`src/rtl/pcrel_pkg.sv`:
```
// Shared types of the PC-relative unit: decoded operation, load size, FSM state.
package pcrel_pkg;
    typedef enum logic [2:0] {
        OP_NONE, OP_ADDPC, OP_LWS, OP_LWU, OP_LD, OP_AUIPC, OP_ALUIPC, OP_RSVD
    } pcrel_op_e;

    // Size codes seen on the memory request port.
    typedef enum logic [1:0] {
        SZ_WORD_S = 2'd0,
        SZ_WORD_U = 2'd1,
        SZ_DWORD  = 2'd2
    } ld_size_e;

    typedef enum logic [1:0] {ST_IDLE, ST_REQ, ST_WAIT} pcrel_st_e;
endpackage

```
`src/rtl/pcrel_decode.sv`:
```
// Decoder: turns the instruction word into an operation, a scaled offset,
// a base-alignment flag and a load size. Assumes XLEN >= 32 and ILEN == 32.
module pcrel_decode
    import pcrel_pkg::*;
#(
    parameter int XLEN  = 64,
    parameter int ILEN  = 32,
    parameter logic [5:0] MAJOR = 6'h3B
) (
    input  logic [ILEN-1:0] insn,
    input  logic            mode64,
    output pcrel_op_e       op,
    output logic [4:0]      rd,
    output logic [XLEN-1:0] offset,
    output logic            align8,
    output logic            clr_low,
    output ld_size_e        size
);
    logic [XLEN-1:0] off_w, off_d, off_u;

    // Offset candidates: 19-bit x4, 18-bit x8, 16-bit upper immediate.
    always_comb begin
        off_w = {{(XLEN-21){insn[18]}}, insn[18:0], 2'b00};
        off_d = {{(XLEN-21){insn[17]}}, insn[17:0], 3'b000};
        off_u = {{(XLEN-32){insn[15]}}, insn[15:0], 16'h0000};
    end

    // Prefix decode of the selector with 64-bit-only checks.
    always_comb begin
        op      = OP_NONE;
        offset  = off_w;
        align8  = 1'b0;
        clr_low = 1'b0;
        size    = SZ_WORD_S;
        rd      = insn[25:21];
        if (insn[31:26] == MAJOR) begin
            if (insn[20:19] == 2'b00) begin
                op = OP_ADDPC;
            end else if (insn[20:19] == 2'b01) begin
                op = OP_LWS;
            end else if (insn[20:19] == 2'b10) begin
                op   = mode64 ? OP_LWU : OP_RSVD;
                size = SZ_WORD_U;
            end else if (insn[18] == 1'b0) begin
                op     = mode64 ? OP_LD : OP_RSVD;
                offset = off_d;
                align8 = 1'b1;
                size   = SZ_DWORD;
            end else if (insn[17] == 1'b0) begin
                op = OP_RSVD;
            end else begin
                offset  = off_u;
                op      = insn[16] ? OP_ALUIPC : OP_AUIPC;
                clr_low = insn[16];
            end
        end
    end
endmodule

```
`src/rtl/pcrel_addr.sv`:
```
// Address former: aligns the base, adds the offset, narrows in 32-bit mode
// and optionally clears the low 16 bits. Purely combinational.
module pcrel_addr #(
    parameter int XLEN  = 64,
    parameter int NARW  = 32,
    parameter int CLRW  = 16
) (
    input  logic [XLEN-1:0] pc,
    input  logic [XLEN-1:0] offset,
    input  logic            align8,
    input  logic            clr_low,
    input  logic            mode64,
    output logic [XLEN-1:0] addr
);
    localparam logic [XLEN-1:0] ALIGN_MASK = {{(XLEN-3){1'b1}}, 3'b000};
    localparam logic [XLEN-1:0] CLR_MASK   = {{(XLEN-CLRW){1'b1}}, {CLRW{1'b0}}};

    logic [XLEN-1:0] base, sum, narrowed;

    // Base alignment, modular add, mode narrowing, low-bit clear.
    always_comb begin
        base     = align8 ? (pc & ALIGN_MASK) : pc;
        sum      = base + offset;
        narrowed = mode64 ? sum : {{(XLEN-NARW){sum[NARW-1]}}, sum[NARW-1:0]};
        addr     = clr_low ? (narrowed & CLR_MASK) : narrowed;
    end
endmodule

```
`src/rtl/pcrel_ldext.sv`:
```
// Load data extender: sign- or zero-extends a word, or passes a doubleword.
module pcrel_ldext
    import pcrel_pkg::*;
#(
    parameter int XLEN = 64,
    parameter int WRDW = 32
) (
    input  ld_size_e        size,
    input  logic [XLEN-1:0] raw,
    output logic [XLEN-1:0] data
);
    // Select the extension rule by load size.
    always_comb begin
        case (size)
            SZ_WORD_S: data = {{(XLEN-WRDW){raw[WRDW-1]}}, raw[WRDW-1:0]};
            SZ_WORD_U: data = {{(XLEN-WRDW){1'b0}}, raw[WRDW-1:0]};
            default:   data = raw;
        endcase
    end
endmodule

```
`src/rtl/pcrel_unit.sv`:
```
// PC-relative unit top: accepts one instruction when idle, writes formed
// addresses on the next cycle, and runs loads through a request / wait
// sequence. Assumes the memory returns exactly one response per accepted request.
module pcrel_unit
    import pcrel_pkg::*;
#(
    parameter int XLEN = 64,
    parameter int ILEN = 32,
    parameter int REGW = 5
) (
    input  logic            clk,
    input  logic            rst_n,
    input  logic            issue_valid,
    output logic            issue_ready,
    input  logic [ILEN-1:0] insn,
    input  logic [XLEN-1:0] pc,
    input  logic            mode64,
    output logic            mem_req_valid,
    input  logic            mem_req_ready,
    output logic [XLEN-1:0] mem_req_addr,
    output logic [1:0]      mem_req_size,
    input  logic            mem_rsp_valid,
    input  logic [XLEN-1:0] mem_rsp_data,
    output logic            wb_valid,
    output logic [REGW-1:0] wb_reg,
    output logic [XLEN-1:0] wb_data,
    output logic            rsvd_insn
);
    pcrel_op_e       op;
    logic [4:0]      rd;
    logic [XLEN-1:0] offset, addr, ext_data;
    logic            align8, clr_low;
    ld_size_e        dec_size, req_size;
    pcrel_st_e       state;
    logic [REGW-1:0] ld_reg;

    pcrel_decode #(.XLEN(XLEN), .ILEN(ILEN)) u_dec (
        .insn(insn), .mode64(mode64), .op(op), .rd(rd), .offset(offset),
        .align8(align8), .clr_low(clr_low), .size(dec_size)
    );

    pcrel_addr #(.XLEN(XLEN)) u_addr (
        .pc(pc), .offset(offset), .align8(align8), .clr_low(clr_low),
        .mode64(mode64), .addr(addr)
    );

    pcrel_ldext #(.XLEN(XLEN)) u_ext (
        .size(req_size), .raw(mem_rsp_data), .data(ext_data)
    );

    // Port views of the sequencer state.
    always_comb begin
        issue_ready   = (state == ST_IDLE);
        mem_req_valid = (state == ST_REQ);
        mem_req_size  = req_size;
    end

    // Sequencer: issue, request, wait for data, write back.
    always_ff @(posedge clk) begin
        if (!rst_n) begin
            state        <= ST_IDLE;
            mem_req_addr <= '0;
            req_size     <= SZ_WORD_S;
            ld_reg       <= '0;
            wb_valid     <= 1'b0;
            wb_reg       <= '0;
            wb_data      <= '0;
            rsvd_insn    <= 1'b0;
        end else begin
            wb_valid  <= 1'b0;
            rsvd_insn <= 1'b0;
            case (state)
                ST_IDLE: begin
                    if (issue_valid) begin
                        case (op)
                            OP_ADDPC, OP_AUIPC, OP_ALUIPC: begin
                                if (rd != 5'd0) begin
                                    wb_valid <= 1'b1;
                                    wb_reg   <= REGW'(rd);
                                    wb_data  <= addr;
                                end
                            end
                            OP_LWS, OP_LWU, OP_LD: begin
                                state        <= ST_REQ;
                                mem_req_addr <= addr;
                                req_size     <= dec_size;
                                ld_reg       <= REGW'(rd);
                            end
                            OP_RSVD: rsvd_insn <= 1'b1;
                            default: ;
                        endcase
                    end
                end
                ST_REQ: begin
                    if (mem_req_ready) state <= ST_WAIT;
                end
                default: begin
                    if (mem_rsp_valid) begin
                        wb_valid <= 1'b1;
                        wb_reg   <= ld_reg;
                        wb_data  <= ext_data;
                        state    <= ST_IDLE;
                    end
                end
            endcase
        end
    end
endmodule

```
`config.mk`:
```
export PLATFORM = sky130hd
export DESIGN_NAME = pcrel_unit
export DESIGN_NICKNAME = d
export VERILOG_FILES = /design/src/rtl/pcrel_pkg.sv /design/src/rtl/pcrel_decode.sv /design/src/rtl/pcrel_addr.sv /design/src/rtl/pcrel_ldext.sv /design/src/rtl/pcrel_unit.sv
export SDC_FILE = /design/constraint.sdc
export NUM_CORES = 1
export LEC_CHECK = 0
export ABC_AREA = 1
export BUFFER_PORTS_ARGS = -buffer_cell sky130_fd_sc_hd__clkbuf_2
export CORE_MARGIN = 2
export CORE_UTILIZATION = 25
export CTS_BUF_LIST = sky130_fd_sc_hd__clkbuf_8 sky130_fd_sc_hd__clkbuf_16
export DETAILED_ROUTE_END_ITERATION = 10
export GPL_TIMING_DRIVEN = 0
export PLACE_DENSITY = 0.57
export RECOVER_POWER = 50
export SYNTH_ARGS = -nofsm -noshare
export SYNTH_HDL_FRONTEND = slang
export SYNTH_SLANG_ARGS = --single-unit
```
`constraint.sdc`:
```
create_clock -name clk -period 3.3 [get_ports clk]
set_clock_uncertainty 0.05 [all_clocks]
set_input_delay 0.165 -clock clk [delete_from_list [all_inputs] [get_ports clk]]
set_output_delay 0.165 -clock clk [all_outputs]
set_load 0.05 [all_outputs]
```
==> impl_metrics.env, run 1 <==
export IMPL_status="finished with violations"
export IMPL_failed_checks="negative hold slack"
export IMPL_io_pins=305
export IMPL_antenna_found_initial=1
export IMPL_synth_area_leader_cell="dfxtp_1"
export IMPL_grt_pass1_vias=14000
export IMPL_root_buffer="clkbuf_16"
export IMPL_max_stage_delay_ps=390
export IMPL_arrival_ps=3510
export IMPL_fin_area_um2=16700
export IMPL_cts_buffers=17
export IMPL_dp_hpwl_um=46400
export IMPL_slowest_stage="ha_2"
export IMPL_drv_cap=0
export IMPL_peakVddDrop_mv=0.306
export IMPL_grt_use_total=0.211
export IMPL_start_kind="input port"
export IMPL_worstMarginPinSlew_ps=840
export IMPL_die_w_um=227
export IMPL_placed_area_um2=14700
export IMPL_syn_inst=2158
export IMPL_timing_slew_headroom=0.442
export IMPL_cpMostUsedCell="nand2_2"
export IMPL_clk_latency_ps=460
export IMPL_crit_path_end_kind="register"
export IMPL_synth_most_common_cell="nand2_1"
export IMPL_placedCellCount=3124
export IMPL_synth_fp_nets=2392
export IMPL_grt_met2_usage=0.354
export IMPL_final_hold_viol_count=2
export IMPL_synth_top_area_share=0.232
export IMPL_synthArstFlopShare=0
export IMPL_fp_dieH_um=227
export IMPL_cp_num_buf_inv=7
export IMPL_cts_clk_slew_worst_paths_ps=60
export IMPL_grt_start_max_net_pins=18
export IMPL_gr_usage_met1=0.272
export IMPL_synth_area_leaders="dfxtp_1 (23%), nand2_1 (23%), inv_1 (12%)"
export IMPL_period_share=0.961
export IMPL_first_pass_iters=5
export IMPL_synth_top_family_by_area="simple AND/OR/NAND/NOR gates"
export IMPL_leakage_uw=0.00887
export IMPL_nNetsFinal=2795
export IMPL_layout_drive_gt1_share=0.169
export IMPL_total_power_uw=5860
export IMPL_overflow=0
export IMPL_cp_max_fo=7
export IMPL_mappedNetlistArea_um2=12400
export IMPL_htree_levels=4
export IMPL_yosys_mux_area_fraction=0
export IMPL_fin_hold_ws_ps=-0.0808
export IMPL_setup_violations=0
export IMPL_synth_fa_ha_area_frac=0.0692
export IMPL_rsz0062_at_grt="yes"
export IMPL_cts_tree="built"
export IMPL_drcViolationCount=0
export IMPL_synth_compound_gate_area_share=0.154
export IMPL_wl_per_cell_um=17.4
export IMPL_ctsLongestPathBuffers=2
export IMPL_netlist_cell_type_count=40
export IMPL_viasPerCell=4.61
export IMPL_yosys_area_share_xor_xnor=0.0185
export IMPL_routabilityCongestion=0.925
export IMPL_die_area_um2=51400
export IMPL_drtIter0Drc=1199
export IMPL_ys_ff_latch=144
export IMPL_route_vias_total=14900
export IMPL_diodes=0
export IMPL_numPortBuffers=302
export IMPL_hold_class="in2reg"
export IMPL_rows=81
export IMPL_yosysWarnings=0
export IMPL_synth_simple_gate_area_share=0.376
export IMPL_cts_sinks=144
export IMPL_top_usage_layer="met2"
export IMPL_drv_slew=0
export IMPL_wl_um=56300
export IMPL_finalWorstSetupSlack_ps=130
export IMPL_ant_nets=0
export IMPL_p_per_area_nw_per_um2=351
export IMPL_critPathKind="in2reg"
export IMPL_dp_slack_ps=-1000
export IMPL_max_freq_ghz=0.315
export IMPL_synth_edf_count=0
export IMPL_core_area_um2=49000
export IMPL_cp_top_family="simple AND/OR/NAND/NOR gates"
export IMPL_met3_usage=0.0487
export IMPL_grt_pass1_wl_um=81300
export IMPL_layoutNonFillerInstCount=3238
export IMPL_syn_avg_cell_area_um2=5.75
export IMPL_start_util=0.253
export IMPL_netlist_top_cells_count="nand2_1 (748), inv_1 (385), dfxtp_1 (144)"
export IMPL_reg_largest_list="mem_req_addr x64, wb_data x64"
export IMPL_ys_seq_area_frac=0.232
export IMPL_syn2layout_area_growth_pct=34.5
export IMPL_min_period_ps=3170
export IMPL_synthFlopType="dfxtp_1"
export IMPL_critPathRequiredTime_ps=3640
[per-stage QoR]
step           utilization  setup TNS [ps]
6_report             0.341               0
5_1_grt              0.341            -544
4_1_cts              0.325               0
3_5_place_dp         0.301          -90010
3_3_place_gp         0.301          -86510
2_1_floorplan            -               0
[final timing paths]
check | cells after the start | start | slack, ps | endpoint
worst max-delay path | 25 | insn[29] | 130 | wb_data[52]
worst min-delay path | 5 | mem_rsp_data[36] | -0.08 | wb_data[36]
worst min register to register | 2 | mem_req_addr[12] | 420 | mem_req_addr[12]
worst max register to register | 9 | state[1] | 740 | mem_req_addr[46]
[repair_timing]
action                                  4_1_cts  5_1_grt
setup buffers                                 3       21
gates resized for setup                      16      168
hold buffers                                 50        0
endpoints found under the setup margin      105       92
pin swaps                                     0       31
hold endpoints to repair                     53        0
cloned                                        1        7
[area by class of cell]
class,instances,area [um^2]
timing repair buffer,381,2150
fill,5678,32300
clock inverter,13,149
timing repair inverter,1,7.51
clock buffer,19,453
inverter,396,1490
multi-input combinational,1546,8290
buffer,74,427
sequential,144,2880
tap,664,831
[kinds of logic after synthesis]
family / count (synthesis)
buffers and inverters: 470
adders and majority gates: 68
xor gates and xnor gates: 24
AOI/OAI and AO/OA: 344
DFF: 144
and+or+nand+nor: 1108
[worst reg2reg max path, cell delays in order (launching register included)]
cell and delay [ps]:
dfxtp_1 340, nor2_4 300, clkinv_1 420, nor2_1 300, nand2_2 180, clkinv_2 200, buf_2 350, nand3_1 170
o211ai_1 110, inv_1 60
[cells in the final DEF, fill, tap and decap left out, types with 9 or more instances in the layout]
| cell type | synthesis | routed |
|---|---|---|
| clkbuf_1 | 36 | 165 |
| a31oi_1 | 19 | 19 |
| dfxtp_1 | 144 | 144 |
| o21ai_0 | 92 | 88 |
| o22ai_1 | 15 | 11 |
| inv_2 | 8 | 10 |
| o211ai_1 | 44 | 44 |
| nand3_2 | 21 | 40 |
| nor3_1 | 14 | 11 |
| nand2_2 | 4 | 23 |
| a21oi_2 | 0 | 13 |
| clkbuf_16 | 0 | 20 |
| clkbuf_2 | 0 | 170 |
| nand4_1 | 10 | 10 |
| buf_4 | 3 | 24 |
| buf_6 | 8 | 11 |
| o21ai_1 | 33 | 37 |
| ha_1 | 67 | 42 |
| a21oi_1 | 129 | 115 |
| inv_1 | 385 | 381 |
| buf_2 | 21 | 20 |
| ha_4 | 0 | 15 |
| ha_2 | 0 | 10 |
| nor2_2 | 0 | 21 |
| nand3b_1 | 14 | 14 |
| nand3_1 | 141 | 121 |
| o21bai_1 | 9 | 9 |
| nand2_1 | 748 | 726 |
| nor2_1 | 139 | 114 |
| xnor2_1 | 18 | 18 |
| dlygate4sd3_1 | 0 | 50 |
[routing by layer]
layer / wire length, um / up-vias / share of wire
met2: 25600 / 538 / 0.45
li1: - / 7611 / -
met3: 4530 / 67 / 0.080
met1: 25100 / 6727 / 0.44
met4: 1120 / 0 / 0.020
met5: 0 / - / 0
[power breakdown]
group,internal (uW),switching [uW]
logic,736,1330
clock network,1160,860
registers,1750,10.8
Note: power is estimated with default switching activity, not from simulation.
==> run 2: changes to the inputs <==
- CORE_UTILIZATION: 25 -> 35
- PLACE_DENSITY: 0.57 -> 0.7
==> impl_metrics.env, run 2 (synthesized netlist as in run 1, its figures left out) <==
export IMPL_status="finished, final reports clean"
export IMPL_drv_cap=0
export IMPL_placed_area_um2=14500
export IMPL_rsz0062_at_grt="yes"
export IMPL_placedCellCount=2915
export IMPL_ant_nets=0
export IMPL_layoutNonFillerInstCount=2991
export IMPL_route_vias_total=14900
export IMPL_dp_hpwl_um=42700
export IMPL_first_pass_iters=6
export IMPL_power_frac_seq=0.329
export IMPL_grt_use_total=0.271
export IMPL_hold_class="in2reg"
export IMPL_cts_clk_slew_worst_paths_ps=60
export IMPL_cts_buffers=17
export IMPL_swShare=0.379
export IMPL_max_freq_ghz=0.317
export IMPL_layout_drive_gt1_share=0.134
export IMPL_wl_per_cell_um=17.1
export IMPL_leakage_uw=0.00854
export IMPL_grt_start_max_net_pins=17
export IMPL_p_per_area_nw_per_um2=348
export IMPL_cts_sinks=144
export IMPL_numPortBuffers=302
export IMPL_reg_largest_list="mem_req_addr x64, wb_data x64"
export IMPL_start_util=0.357
export IMPL_drv_slew=0
export IMPL_wl_um=51200
export IMPL_period_share=0.956
export IMPL_diodes=0
export IMPL_io_pins=305
export IMPL_critPathRequiredTime_ps=3570
export IMPL_ctsLongestPathBuffers=2
export IMPL_layout_commonest_cell="nand2_1"
export IMPL_nNetsFinal=2758
export IMPL_dp_slack_ps=-938
export IMPL_overflow=0
export IMPL_worstMarginPinSlew_ps=787
export IMPL_arrival_ps=3420
export IMPL_final_hold_viol_count=0
export IMPL_cp_max_fo=16
export IMPL_crit_path_end_kind="register"
export IMPL_critPathKind="in2reg"
export IMPL_nFillCells=3877
export IMPL_viasPerCell=4.99
export IMPL_fin_area_um2=15500
export IMPL_rows=68
export IMPL_p_sw_uw=2040
export IMPL_min_period_ps=3150
export IMPL_finalWorstSetupSlack_ps=146
export IMPL_htree_levels=4
export IMPL_layout_common_cells="nand2_1 (739), inv_1 (385), clkbuf_1 (171), clkbuf_2 (165), dfxtp_1 (144)"
export IMPL_p_int_uw=3340
export IMPL_setup_violations=0
export IMPL_syn2layout_area_growth_pct=24.7
export IMPL_routabilityCongestion=0.939
export IMPL_cts_tree="built"
export IMPL_antenna_found_initial=0
export IMPL_grt_pass1_wl_um=76500
export IMPL_clk_latency_ps=430
export IMPL_power_frac_comb=0.340
export IMPL_die_area_um2=37000
export IMPL_drcViolationCount=0
export IMPL_drtIter0Drc=1096
export IMPL_peakVddDrop_mv=0.371
export IMPL_pwr_share_clk=0.331
export IMPL_core_area_um2=34700
export IMPL_timing_slew_headroom=0.474
export IMPL_root_buffer="clkbuf_16"
export IMPL_die_w_um=192
export IMPL_start_kind="input port"
export IMPL_fp_dieH_um=192
export IMPL_grt_pass1_vias=14000
==> run 2: cell types whose count changed in the layout (fill, tap and decap cells not counted), sizes merged <==
cell / before / now
buf: 67 / 51
bufinv: 2 / 0
clkbuf: 357 / 355
clkinv: 6 / 9
clkinvlp: 5 / 4
dlygate4sd3: 50 / 32
nand2: 756 / 754
==> run 2: power by group through the flow <==
stage	clock network [uW]	registers [uW]	logic (uW)
finish	1780	1770	1830
CTS	1780	1770	1780
global route	1870	1770	2030
global placement	0	1800	1720
floorplan	0	1860	1080
detailed placement	0	1800	1730
==> run 2: worst paths after layout <==
| path | from | to | slack, ps | cells after the start |
|---|---|---|---|---|
| setup / recovery | insn[19] | mem_req_addr[52] | 150 | 21 |
| hold / removal | mem_rsp_data[19] | wb_data[19] | 4 | 3 |
| setup reg to reg | state[1] | mem_req_addr[48] | 340 | 9 |
| hold reg to reg | mem_req_addr[13] | mem_req_addr[13] | 420 | 2 |
==> run 2: final cells by class <==
cell class / count / area, um^2 / share of cell area
clock buffer: 18 / 439 / 0.0284
timing repair buffer: 346 / 1760 / 0.114
tap: 455 / 569 / 0.0368
inverter: 396 / 1490 / 0.0964
sequential: 144 / 2880 / 0.186
multi-input combinational: 1544 / 7840 / 0.507
clock inverter: 13 / 90.1 / 0.00582
timing repair inverter: 1 / 7.51 / 0.000485
buffer: 74 / 388 / 0.0251
==> run 2: repair_timing <==
action                     CTS  global route
hold endpoints to repair    33             0
hold buffers                32             0
pin swaps                    0             6
buffers inserted             5             7
cloned                       1             0
resized for setup           18            48
setup endpoints to repair   86            82
==> run 2: per-stage QoR <==
| step | hold WS, ps | TNS, ps | util | total power (uW) |
|---|---|---|---|---|
| after floorplan | 276 | 0 | - | 2940 |
| after global placement | 373 | -65880 | 0.417 | 3520 |
| after detailed placement | 375 | -69750 | 0.417 | 3530 |
| after CTS | 1.77 | 0 | 0.445 | 5330 |
| after global routing | 4.93 | -133 | 0.446 | 5660 |
| final | 3.80 | 0 | 0.446 | 5370 |
==> run 2: routing by layer <==
layer,GRT usage,vias to the layer above,wire (um)
met5,0,-,0
met4,0.0793,0,1590
met3,0.0358,84,4070
met2,0.461,652,23200
met1,0.357,6651,22300
li1,-,7529,-
==> run 2: critical path, stage by stage <==
cell and delay (ps):
clkbuf_2 160, nand2_2 130, o31ai_1 240, nand2_1 150
nand2_4 160, clkinvlp_4 90, buf_4 210, buf_4 160
ha_1 370, nand2_1 90, nand2_1 80, a21oi_2 200
nand2_1 120, inv_1 80, nand2_1 90, a21oi_1 270
nand3_1 130, nand3_1 230, nand3_1 120, o211ai_1 100
inv_1 60
